**src/rtl/sw_tlb_pkg.sv**
```systemverilog
package sw_tlb_pkg;
  localparam int XLEN     = 32;
  localparam int OFF_W    = 12;
  localparam int VPN_LSB  = OFF_W + 1;
  localparam int VPN_W    = XLEN - VPN_LSB;
  localparam int ASID_W   = 8;
  localparam int PFN_LSB  = 6;
  localparam int PFN_W    = XLEN - OFF_W;
  localparam int ATTR_W   = 3;

  typedef enum logic [1:0] {
    OP_WR_IDX = 2'd0,
    OP_WR_RND = 2'd1,
    OP_PROBE  = 2'd2,
    OP_READ   = 2'd3
  } tlb_op_e;

  typedef enum logic [2:0] {
    SEL_HI    = 3'd0,
    SEL_LO0   = 3'd1,
    SEL_LO1   = 3'd2,
    SEL_MASK  = 3'd3,
    SEL_INDEX = 3'd4
  } reg_sel_e;

  typedef struct packed {
    logic [PFN_W-1:0]  pfn;
    logic [ATTR_W-1:0] attr;
    logic              dirty;
    logic              valid;
  } half_t;

  typedef struct packed {
    logic              live;
    logic [VPN_W-1:0]  vpn;
    logic [ASID_W-1:0] asid;
    logic [XLEN-1:0]   mask;
    logic              glob;
    half_t [1:0]       half;
  } entry_t;

  function automatic half_t lo_to_half(logic [XLEN-1:0] lo);
    half_t h;
    h.valid = lo[1];
    h.dirty = lo[2];
    h.attr  = lo[3 +: ATTR_W];
    h.pfn   = lo[PFN_LSB +: PFN_W];
    return h;
  endfunction

  function automatic logic [XLEN-1:0] half_to_lo(half_t h, logic g);
    logic [XLEN-1:0] lo;
    lo = '0;
    lo[0] = g;
    lo[1] = h.valid;
    lo[2] = h.dirty;
    lo[3 +: ATTR_W] = h.attr;
    lo[PFN_LSB +: PFN_W] = h.pfn;
    return lo;
  endfunction
endpackage

```
**src/rtl/tlb_match.sv**
```systemverilog
module tlb_match
  import sw_tlb_pkg::*;
#(
  parameter int NUM_ENTRIES = 16,
  localparam int IDX_W = $clog2(NUM_ENTRIES)
) (
  input  entry_t [NUM_ENTRIES-1:0] ents_i,
  input  logic [VPN_W-1:0]         tag_i,
  input  logic [ASID_W-1:0]        asid_i,
  output logic                     hit_o,
  output logic [IDX_W-1:0]         idx_o
);
  logic [NUM_ENTRIES-1:0] hit_vec;

  for (genvar g = 0; g < NUM_ENTRIES; g++) begin : g_cmp
    assign hit_vec[g] = ents_i[g].live && (ents_i[g].vpn == tag_i) &&
                        (ents_i[g].glob || (ents_i[g].asid == asid_i));
  end

  // lowest slot wins
  always_comb begin
    idx_o = '0;
    for (int i = NUM_ENTRIES - 1; i >= 0; i--) begin
      if (hit_vec[i]) idx_o = IDX_W'(i);
    end
  end

  assign hit_o = |hit_vec;
endmodule

```
**src/rtl/tlb_store.sv**
```systemverilog
module tlb_store
  import sw_tlb_pkg::*;
#(
  parameter int NUM_ENTRIES = 16,
  localparam int IDX_W = $clog2(NUM_ENTRIES)
) (
  input  logic                     clk_i,
  input  logic                     rst_ni,
  input  logic                     we_i,
  input  logic [IDX_W-1:0]         widx_i,
  input  entry_t                   wentry_i,
  output entry_t [NUM_ENTRIES-1:0] ents_o
);
  for (genvar g = 0; g < NUM_ENTRIES; g++) begin : g_slot
    always_ff @(posedge clk_i or negedge rst_ni) begin
      if (!rst_ni) begin
        ents_o[g] <= '0;
      end else if (we_i && (widx_i == IDX_W'(g))) begin
        ents_o[g] <= wentry_i;
      end
    end
  end
endmodule

```
**src/rtl/tlb_cp_regs.sv**
```systemverilog
module tlb_cp_regs
  import sw_tlb_pkg::*;
#(
  parameter int NUM_ENTRIES = 16,
  localparam int IDX_W = $clog2(NUM_ENTRIES)
) (
  input  logic             clk_i,
  input  logic             rst_ni,
  input  logic             reg_we_i,
  input  logic [2:0]       reg_sel_i,
  input  logic [XLEN-1:0]  reg_wdata_i,
  input  logic             cmd_valid_i,
  input  logic [1:0]       cmd_op_i,
  input  logic             probe_hit_i,
  input  logic [IDX_W-1:0] probe_idx_i,
  input  entry_t           rd_entry_i,
  output logic [XLEN-1:0]  hi_o,
  output logic [XLEN-1:0]  lo0_o,
  output logic [XLEN-1:0]  lo1_o,
  output logic [XLEN-1:0]  mask_o,
  output logic             fail_o,
  output logic [IDX_W-1:0] idx_o
);
  tlb_op_e  op;
  reg_sel_e sel;
  assign op  = tlb_op_e'(cmd_op_i);
  assign sel = reg_sel_e'(reg_sel_i);

  always_ff @(posedge clk_i or negedge rst_ni) begin
    if (!rst_ni) begin
      hi_o   <= '0;
      lo0_o  <= '0;
      lo1_o  <= '0;
      mask_o <= '0;
      fail_o <= 1'b0;
      idx_o  <= '0;
    end else if (cmd_valid_i) begin
      unique case (op)
        OP_PROBE: begin
          fail_o <= !probe_hit_i;
          if (probe_hit_i) idx_o <= probe_idx_i;
        end
        OP_READ: begin
          hi_o   <= {rd_entry_i.vpn, {(VPN_LSB - ASID_W){1'b0}}, rd_entry_i.asid};
          lo0_o  <= half_to_lo(rd_entry_i.half[0], rd_entry_i.glob);
          lo1_o  <= half_to_lo(rd_entry_i.half[1], rd_entry_i.glob);
          mask_o <= rd_entry_i.mask;
        end
        default: ;
      endcase
    end else if (reg_we_i) begin
      unique case (sel)
        SEL_HI:    hi_o   <= reg_wdata_i;
        SEL_LO0:   lo0_o  <= reg_wdata_i;
        SEL_LO1:   lo1_o  <= reg_wdata_i;
        SEL_MASK:  mask_o <= reg_wdata_i;
        SEL_INDEX: begin
          fail_o <= reg_wdata_i[XLEN-1];
          idx_o  <= IDX_W'(reg_wdata_i % XLEN'(NUM_ENTRIES));
        end
        default: ;
      endcase
    end
  end
endmodule

```
**src/rtl/tlb_lookup_stage.sv**
```systemverilog
module tlb_lookup_stage
  import sw_tlb_pkg::*;
#(
  parameter int NUM_ENTRIES = 16,
  localparam int IDX_W = $clog2(NUM_ENTRIES)
) (
  input  logic                     clk_i,
  input  logic                     rst_ni,
  input  logic                     valid_i,
  input  logic [XLEN-1:0]          vaddr_i,
  input  logic                     hit_i,
  input  logic [IDX_W-1:0]         idx_i,
  input  entry_t [NUM_ENTRIES-1:0] ents_i,
  output logic                     done_o,
  output logic                     hit_o,
  output half_t                    half_o,
  output logic [OFF_W-1:0]         off_o
);
  half_t sel_half;
  assign sel_half = ents_i[idx_i].half[vaddr_i[OFF_W]];

  always_ff @(posedge clk_i or negedge rst_ni) begin
    if (!rst_ni) begin
      done_o <= 1'b0;
      hit_o  <= 1'b0;
      half_o <= '0;
      off_o  <= '0;
    end else begin
      done_o <= valid_i;
      if (valid_i) begin
        hit_o  <= hit_i;
        half_o <= hit_i ? sel_half : '0;
        off_o  <= vaddr_i[OFF_W-1:0];
      end
    end
  end
endmodule

```
**src/rtl/sw_tlb.sv**
```systemverilog
module sw_tlb
  import sw_tlb_pkg::*;
#(
  parameter int NUM_ENTRIES = 16,
  localparam int IDX_W = $clog2(NUM_ENTRIES)
) (
  input  logic               clk_i,
  input  logic               rst_ni,
  input  logic               reg_we_i,
  input  logic [2:0]         reg_sel_i,
  input  logic [31:0]        reg_wdata_i,
  input  logic               cmd_valid_i,
  input  logic [1:0]         cmd_op_i,
  input  logic [IDX_W-1:0]   rand_idx_i,
  output logic [31:0]        entry_hi_o,
  output logic [31:0]        entry_lo0_o,
  output logic [31:0]        entry_lo1_o,
  output logic [31:0]        page_mask_o,
  output logic [31:0]        index_o,
  input  logic               lk_valid_i,
  input  logic [31:0]        lk_vaddr_i,
  output logic               lk_done_o,
  output logic               lk_hit_o,
  output logic               lk_pg_valid_o,
  output logic               lk_dirty_o,
  output logic [2:0]         lk_attr_o,
  output logic [19:0]        lk_pfn_o,
  output logic [31:0]        lk_paddr_o
);
  entry_t [NUM_ENTRIES-1:0] ents;
  entry_t                   new_ent;
  logic                     wr_en;
  logic [IDX_W-1:0]         wr_idx;
  logic [IDX_W-1:0]         cur_idx;
  logic                     idx_fail;
  logic                     probe_hit;
  logic [IDX_W-1:0]         probe_idx;
  logic                     lk_hit;
  logic [IDX_W-1:0]         lk_idx;
  half_t                    lk_half;
  logic [OFF_W-1:0]         lk_off;

  assign wr_en  = cmd_valid_i && ((cmd_op_i == OP_WR_IDX) || (cmd_op_i == OP_WR_RND));
  assign wr_idx = (cmd_op_i == OP_WR_RND) ? rand_idx_i : cur_idx;

  always_comb begin
    new_ent      = '0;
    new_ent.live = 1'b1;
    new_ent.vpn  = entry_hi_o[XLEN-1:VPN_LSB];
    new_ent.asid = entry_hi_o[ASID_W-1:0];
    new_ent.mask = page_mask_o;
    new_ent.glob = entry_lo0_o[0] & entry_lo1_o[0];
    new_ent.half[0] = lo_to_half(entry_lo0_o);
    new_ent.half[1] = lo_to_half(entry_lo1_o);
  end

  tlb_store #(.NUM_ENTRIES(NUM_ENTRIES)) u_store (
    .clk_i, .rst_ni,
    .we_i(wr_en), .widx_i(wr_idx), .wentry_i(new_ent), .ents_o(ents)
  );

  tlb_cp_regs #(.NUM_ENTRIES(NUM_ENTRIES)) u_regs (
    .clk_i, .rst_ni,
    .reg_we_i, .reg_sel_i, .reg_wdata_i, .cmd_valid_i, .cmd_op_i,
    .probe_hit_i(probe_hit), .probe_idx_i(probe_idx), .rd_entry_i(ents[cur_idx]),
    .hi_o(entry_hi_o), .lo0_o(entry_lo0_o), .lo1_o(entry_lo1_o),
    .mask_o(page_mask_o), .fail_o(idx_fail), .idx_o(cur_idx)
  );

  assign index_o = {idx_fail, {(XLEN - 1 - IDX_W){1'b0}}, cur_idx};

  tlb_match #(.NUM_ENTRIES(NUM_ENTRIES)) u_probe_cmp (
    .ents_i(ents), .tag_i(entry_hi_o[XLEN-1:VPN_LSB]), .asid_i(entry_hi_o[ASID_W-1:0]),
    .hit_o(probe_hit), .idx_o(probe_idx)
  );

  tlb_match #(.NUM_ENTRIES(NUM_ENTRIES)) u_lk_cmp (
    .ents_i(ents), .tag_i(lk_vaddr_i[XLEN-1:VPN_LSB]), .asid_i(entry_hi_o[ASID_W-1:0]),
    .hit_o(lk_hit), .idx_o(lk_idx)
  );

  tlb_lookup_stage #(.NUM_ENTRIES(NUM_ENTRIES)) u_lk_stage (
    .clk_i, .rst_ni,
    .valid_i(lk_valid_i), .vaddr_i(lk_vaddr_i), .hit_i(lk_hit), .idx_i(lk_idx),
    .ents_i(ents), .done_o(lk_done_o), .hit_o(lk_hit_o), .half_o(lk_half), .off_o(lk_off)
  );

  assign lk_pg_valid_o = lk_half.valid;
  assign lk_dirty_o    = lk_half.dirty;
  assign lk_attr_o     = lk_half.attr;
  assign lk_pfn_o      = lk_half.pfn;
  assign lk_paddr_o    = {lk_half.pfn, lk_off};
endmodule

```
**config.mk**
```make
export PLATFORM = sky130hd
export DESIGN_NAME = sw_tlb
export DESIGN_NICKNAME = d
export VERILOG_FILES = /design/src/rtl/sw_tlb_pkg.sv /design/src/rtl/tlb_match.sv /design/src/rtl/tlb_store.sv /design/src/rtl/tlb_cp_regs.sv /design/src/rtl/tlb_lookup_stage.sv /design/src/rtl/sw_tlb.sv
export SDC_FILE = /design/constraint.sdc
export NUM_CORES = 2
export LEC_CHECK = 0
export ABC_AREA = 1
export CORE_ASPECT_RATIO = 1.4
export CORE_MARGIN = 2
export CORE_UTILIZATION = 40
export CTS_CLUSTER_DIAMETER = 60
export DETAILED_ROUTE_END_ITERATION = 7
export DONT_BUFFER_PORTS = 1
export PLACE_DENSITY = 0.61
export SLEW_MARGIN = 0
export SYNTH_ARGS = -nofsm -noshare
export SYNTH_HDL_FRONTEND = slang
export SYNTH_SLANG_ARGS = --single-unit
```
**constraint.sdc**
```tcl
create_clock -name clk_i -period 2.7 [get_ports clk_i]
set_input_delay 0.405 -clock clk_i [delete_from_list [all_inputs] [get_ports clk_i]]
set_output_delay 0.405 -clock clk_i [all_outputs]
set_load 0.02 [all_outputs]
```
[Word-level counts from Yosys, hierarchy flattened]
Index checks and enable logic that the tools add are counted.
Storage, ports and cells
  register bits: 1948
  output and inout bits: 219
  input bits: 78
  word-level logic and storage cells: 479
Cells by class
  order comparisons: 3
  reductions and logical operators: 116
  bitwise logic cells: 1
  mux-type cells: 65
  equal/unequal tests: 73
Operators with widths (number)
  binary-select mux 111 bit (select 4 bit): 2
  == test 19 bit: 32
  2-to-1 mux 32 bit: 16
  2-to-1 mux 4 bit: 38
  == test 8 bit: 16
  2-to-1 mux 110 bit: 1
  logical AND 1 bit: 81
  2-to-1 mux 25 bit: 3
  2-to-1 mux 50 bit: 1
  == test 4 bit, second input constant: 8
  OR reduction 16 bit: 2
  logical OR 1 bit: 17
  == test 4 x 3 -> 1 bit, second input constant: 4
  AND reduction 3 bit: 5
  nonzero test 2 bit: 6
  less-than comparator 4 x 5 -> 1 bit, second input constant: 2
  == test 4 x 2 -> 1 bit, second input constant: 2
  == test 3 x 2 -> 1 bit, second input constant: 2
  inequality test 2 x 1 -> 1 bit, second input constant: 3
  == test 2 bit, second input constant: 2
  == test 4 x 1 -> 1 bit, second input constant: 1
  logical NOT 4 bit: 1
  2-to-1 mux 1 bit: 4
  AND reduction 4 bit: 1
  8 further kinds: 8

[Depth between registers and ports, before layout]
  word-level depth: 24
  mapped depth: 35
  mapped depth without buffers: 32

[By module]
A second synthesis with hierarchy kept.
Unflattened totals
  cell total of the unflattened synthesis: 18415
  area total of the unflattened synthesis: 121047.3 µm²
By module, submodules not included
  tlb_store: cells each 8101, times used 1, area each 70443.8 µm², seq. area each 44442.6 µm²
  sw_tlb: cells each 5431, times used 1, area each 22669.2 µm², seq. area each 0.0 µm²
  tlb_match: cells each 1035, times used 2, area each 5928.2 µm², seq. area each 0.0 µm²
  tlb_lookup_stage: cells each 1987, times used 1, area each 9810.7 µm², seq. area each 975.9 µm²
  tlb_cp_regs: cells each 826, times used 1, area each 6267.3 µm², seq. area each 3328.2 µm²

[Least setup slack after synthesis]
Ideal clock, no wire load.
  kind: input -> register
  start point: input port lk_vaddr_i[18]
  end point: register u_lk_stage.half_o[0] in the netlist's numbering
  data required time: 2.582 ns
  arrival time: 2.714 ns
  path slack: -0.132 ns
  cell stages on the path: 17
  path buffers: 4
  setup time: 0.118 ns
  cells stage by stage: buf_4 buf_2 o22ai_1 or4_1 nor4_1 nand4_1 and2_1 a21oi_4 buf_2 buf_2 nand3_1 nand3_1 nand3_1 nand2_1 nand2_1 nand3_1 nand2_1
Between the ends
  word-level cells in the longest chain between the ends: 24
  elaborated cells on any way between the ends: 70
  those cells by class: eq/ne: 16; mux: 21; reduce/logical: 33
Ends and longest elaborated chain
  start: declaration: line sw_tlb.sv:21  | input logic [31:0] lk_vaddr_i,
  == test 19 bit: line tlb_match.sv:16  | assign hit_vec[g] = ents_i[g].live && (ents_i[g].vpn == tag_i) &&
  logical AND 1 bit (2 in series): line tlb_match.sv:16
  2-to-1 mux 4 bit (16 in series): line tlb_match.sv:24  | if (hit_vec[i]) idx_o = IDX_W'(i);
  binary-select mux 111 bit (select 4 bit): line tlb_lookup_stage.sv:20  | assign sel_half = ents_i[idx_i].half[vaddr_i[OFF_W]];
  2-to-1 mux 50 bit (not written as such): line tlb_lookup_stage.sv:20
  2-to-1 mux 25 bit (not written as such) (2 in series): line tlb_lookup_stage.sv:20
  2-to-1 mux 25 bit *: line tlb_lookup_stage.sv:32  | half_o <= hit_i ? sel_half : '0;
  end signal: assignment: line tlb_lookup_stage.sv:32
  end: declaration: line tlb_lookup_stage.sv:16  | output half_t half_o,
Every way passes the cells marked *; elsewhere a longest branch is shown, timed or not. The select of a mux whose other input is x is not followed.
A chain may end at the register's enable or synchronous reset.

[Worst setup path after layout]
  start point: register u_regs.hi_o[6]
  end point: register u_lk_stage.half_o[17] in the netlist's numbering
Between the ends
  word-level cells in the longest chain between the ends: 24
  elaborated cells on any way between the ends: 70
  those cells by class: eq/ne: 16; mux: 21; reduce/logical: 33
Ends and longest elaborated chain
  start: declaration: line tlb_cp_regs.sv:17  | output logic [XLEN-1:0] hi_o,
  start signal: assignment: line tlb_cp_regs.sv:44  | hi_o <= {rd_entry_i.vpn, {(VPN_LSB - ASID_W){1'b0}}, rd_entry_i.asid};
  start signal: assignment: line tlb_cp_regs.sv:53  | SEL_HI: hi_o <= reg_wdata_i;
  == test 8 bit: line tlb_match.sv:17  | (ents_i[g].glob || (ents_i[g].asid == asid_i));
  logical OR 1 bit: line tlb_match.sv:17
  logical AND 1 bit: line tlb_match.sv:16
  2-to-1 mux 4 bit (16 in series): line tlb_match.sv:24
  binary-select mux 111 bit (select 4 bit): line tlb_lookup_stage.sv:20
  2-to-1 mux 50 bit (not written as such): line tlb_lookup_stage.sv:20
  2-to-1 mux 25 bit (not written as such) (2 in series): line tlb_lookup_stage.sv:20
  2-to-1 mux 25 bit *: line tlb_lookup_stage.sv:32
Marks and branches as above.

==> impl_metrics.ini <==
[critical_path]
r2r-end = u_lk_stage.half_o[17]
rr_worst_depth = 26
end_kind = flop
critPathKind = reg -> reg
critPathLaunchType = flop
critical_path.max_fanout = 5
reg2reg_slack_ns = -1.39
cp.arrival_ns = 4.87
r2r_start = u_regs.hi_o[6]
cp.required_ns = 3.48

[power]
cellLeakagePower_nw = 57.5
power_density_mw_per_mm2 = 1060
peakVddDrop_v = 0.000600

[clock_network]
numCtsBuffers = 205
clk_path_buf_depth = 4
cts_root_buf = clkbuf_16
clkSlewWorstSetupHoldPaths_ns = 0.07
cts_tree = done
clk_latency_ns = 0.96
clock-sinks = 1948
htree_levels = 4

[detailed_routing]
drt_pre_antenna_iters = 8
wirelength_um = 491000
viasPerCell = 6.09
vias = 108000
drtAntennaViolNets = 0
drt_iter0_markers = 14400
wl_per_cell_um = 27.8
drcViolationCount = 30

[placed_design]
gp_congestion = 1.09
dp_hpwl_um = 308000
port_buffers = 0
placed_area_mm2 = 0.116

[run_status]
outcome = finished, violations left
violations = design-rule violations, max-capacitance violations, max-slew violations, negative setup slack

[yosys]
synth_edf_count = 0
postSynthCellCount = 13600
yosysMostFrequentCell = nand2_1
ys_warn_count = 0
avgSynthCellArea_um2 = 7.63
yosys_most_used_dff = dfrtp_1
synthesis.area_mm2 = 0.103
yosysTopAreaCell = dfrtp_1
synth_seq_cells = 1948
synth_top_area_share_pct = 47.1
synthTopCellsByArea = dfrtp_1, o21ai_0, nand2_1, nand3_1, o22ai_1
synthArstFlopShare_pct = 100
synth_common_cells = nand2_1, o21ai_0, dfrtp_1
yosysSeqAreaShare_pct = 47.1
synth.distinct_cells = 58

[layout]
fin_area_mm2 = 0.127
fillers = 24900
nets = 14100
drive_gt1_share_pct = 15.8
area_delta_synth_final_pct = 22.5

[min_path]
hold_path.class = in -> reg
hold_depth = 3
worstHoldStart = cmd_valid_i
hold_path_end = u_regs.mask_o[8]

[floorplanning]
rows = 220
coreArea_mm2 = 0.257
io_pins = 297
start_util_pct = 40.3
die_x_um = 434
fp.dieH_um = 606
dieArea_mm2 = 0.263

[sta]
post-route-period-util_pct = 152
rsz0062_at_grt = true
fin_crit_ns = 4.09
max_freq_ghz = 0.244
fin_ws_ns = -1.39
relSlewSlack_pct = -12.7
hold_viol = 0
setup_viol_count_final = 928
worstMarginPinSlew_ns = 1.69
final_max_slew_viol_count = 190
skew_ns = 0.0879
whs_ns = 0.0597

[run]
maxCapViolations = 1

[grt]
grt_usage_pct = 36.3
grt_pass1_vias = 100000
grt_max_degree = 248
antenna_found_initial = 33
gr-total-overflow = 0
grt_pass1_wl_um = 703000
-- metal layers --
| metal | part of all wire (%) | vias to the layer above | global-route usage, % |
|---|---|---|---|
| met3 | 11 | 1928 | 9.62 |
| li1 | - | 47000 | - |
| met5 | 0.019 | - | 0 |
| met4 | 8.7 | 14 | 26.2 |
| met2 | 43 | 6880 | 54.7 |
| met1 | 36 | 51700 | 44.7 |
-- critical path: stages (launching register included) --
cell and delay [ns]:
dfrtp_1 0.39, buf_6 0.15, buf_4 0.15, xnor2_2 0.16
nand4_1 0.24, o41ai_2 0.37, buf_4 0.29, nand4_1 0.16
buf_6 0.22, nand2_2 0.07, nand2_1 0.04, nand2_1 0.07
nand2_2 0.10, nand2_8 0.11, buf_12 0.15, nand2_8 0.11
buf_16 0.17, buf_12 0.13, buf_4 0.14, nand2_1 0.06
nand3_1 0.09, nand3_2 0.07, nand3_1 0.07, nand2_2 0.16
nand2_2 0.11, nand3_2 0.08, nand2_1 0.05
-- area by class of cell --
| class | instances | area [um^2] | area share (%) |
|---|---|---|---|
| flip-flops and latches | 1948 | 48800 | 38.5 |
| well taps | 3441 | 4310 | 3.40 |
| clock buffers | 279 | 5830 | 4.60 |
| multi-input cells | 9793 | 47900 | 37.8 |
| inverters | 440 | 1740 | 1.37 |
| repair buffers | 1638 | 17000 | 13.4 |
| diodes | 29 | 72.6 | 0.0573 |
| clock inverters | 85 | 1060 | 0.837 |
-- repair_timing --
item | in CTS | in global routing
pin swaps | 59 | 79
endpoints found under the hold margin | 368 | 192
resized for setup | 250 | 137
setup buffers | 46 | 15
gates cloned | 28 | 16
hold buffers | 47 | 1
endpoints found under the setup margin | 1124 | 1369
-- worst max path at each step --
stage                                  to  depth (start not counted)            from  slack (ns)
floorplan            u_lk_stage.half_o[4]                         25  u_regs.hi_o[0]       -0.04
global placement    u_lk_stage.half_o[16]                         31  u_regs.hi_o[4]       -1.78
detailed placement  u_lk_stage.half_o[16]                         31  u_regs.hi_o[4]       -1.79
CTS                 u_lk_stage.half_o[22]                         26  u_regs.hi_o[4]       -1.23
global route        u_lk_stage.half_o[17]                         26  u_regs.hi_o[5]       -1.42
finish              u_lk_stage.half_o[17]                         26  u_regs.hi_o[6]       -1.39
-- metrics by stage --
| stage | util (%) | cells | setup TNS (ns) | setup slack [ns] | power (W) |
|---|---|---|---|---|---|
| finish | 49.3 | 17700 | -389.47 | -1.39 | 0.135 |
| global route | 49.3 | 17600 | -687.58 | -1.42 | 0.142 |
| CTS | 48.9 | 17600 | -295.50 | -1.23 | 0.132 |
| detailed placement | 45.1 | 17100 | -1116.16 | -1.79 | 0.102 |
| global placement | 45.1 | 17100 | -1100.31 | -1.78 | 0.101 |
| floorplan | - | 13600 | -0.919 | -0.0413 | 0.0776 |
-- placed cells by master (no fill, tap or decap), types with 88 or more instances in the layout --
cell,count
nand2_1,2869
o21ai_0,2853
dfrtp_1,1936
buf_4,1233
nand3_1,1130
nor2_1,1098
o22ai_1,676
inv_1,402
buf_12,230
clkbuf_16,224
a21oi_1,195
a31oi_1,125
xor2_1,106
xnor2_1,88
-- where the power goes --
part	switching, W	internal [W]
logic	0.0318	0.0216
registers	0.0103	0.0409
clock network	0.0130	0.0171
-- flip-flops by register name, summed over array words and instances, names as in the netlist --
| signal | count |
|---|---|
| u_regs.lo1_o | 32 |
| u_store.ents_o | 1776 |
| u_regs.mask_o | 32 |
| u_regs.fail_o | 1 |
| u_lk_stage.half_o | 25 |
| u_regs.idx_o | 4 |
| u_regs.lo0_o | 32 |
| u_lk_stage.done_o | 1 |
| u_regs.hi_o | 32 |
| u_lk_stage.hit_o | 1 |
| u_lk_stage.off_o | 12 |
-- cells by family (layout without fill, tap and decap cells) --
group	after synthesis	after routing	share of synthesized area, %
XOR/XNOR	214	214	1.81
buffers and inverters	1849	2442	7.91
multiplexers	12	12	0.131
AO/OA/AOI/OAI	4027	4027	21.0
other	1	56	0.00363
flip-flops	1948	1948	47.1
AND/OR/NAND/NOR	5511	5513	22.0
(Power assumes the default switching activity.)
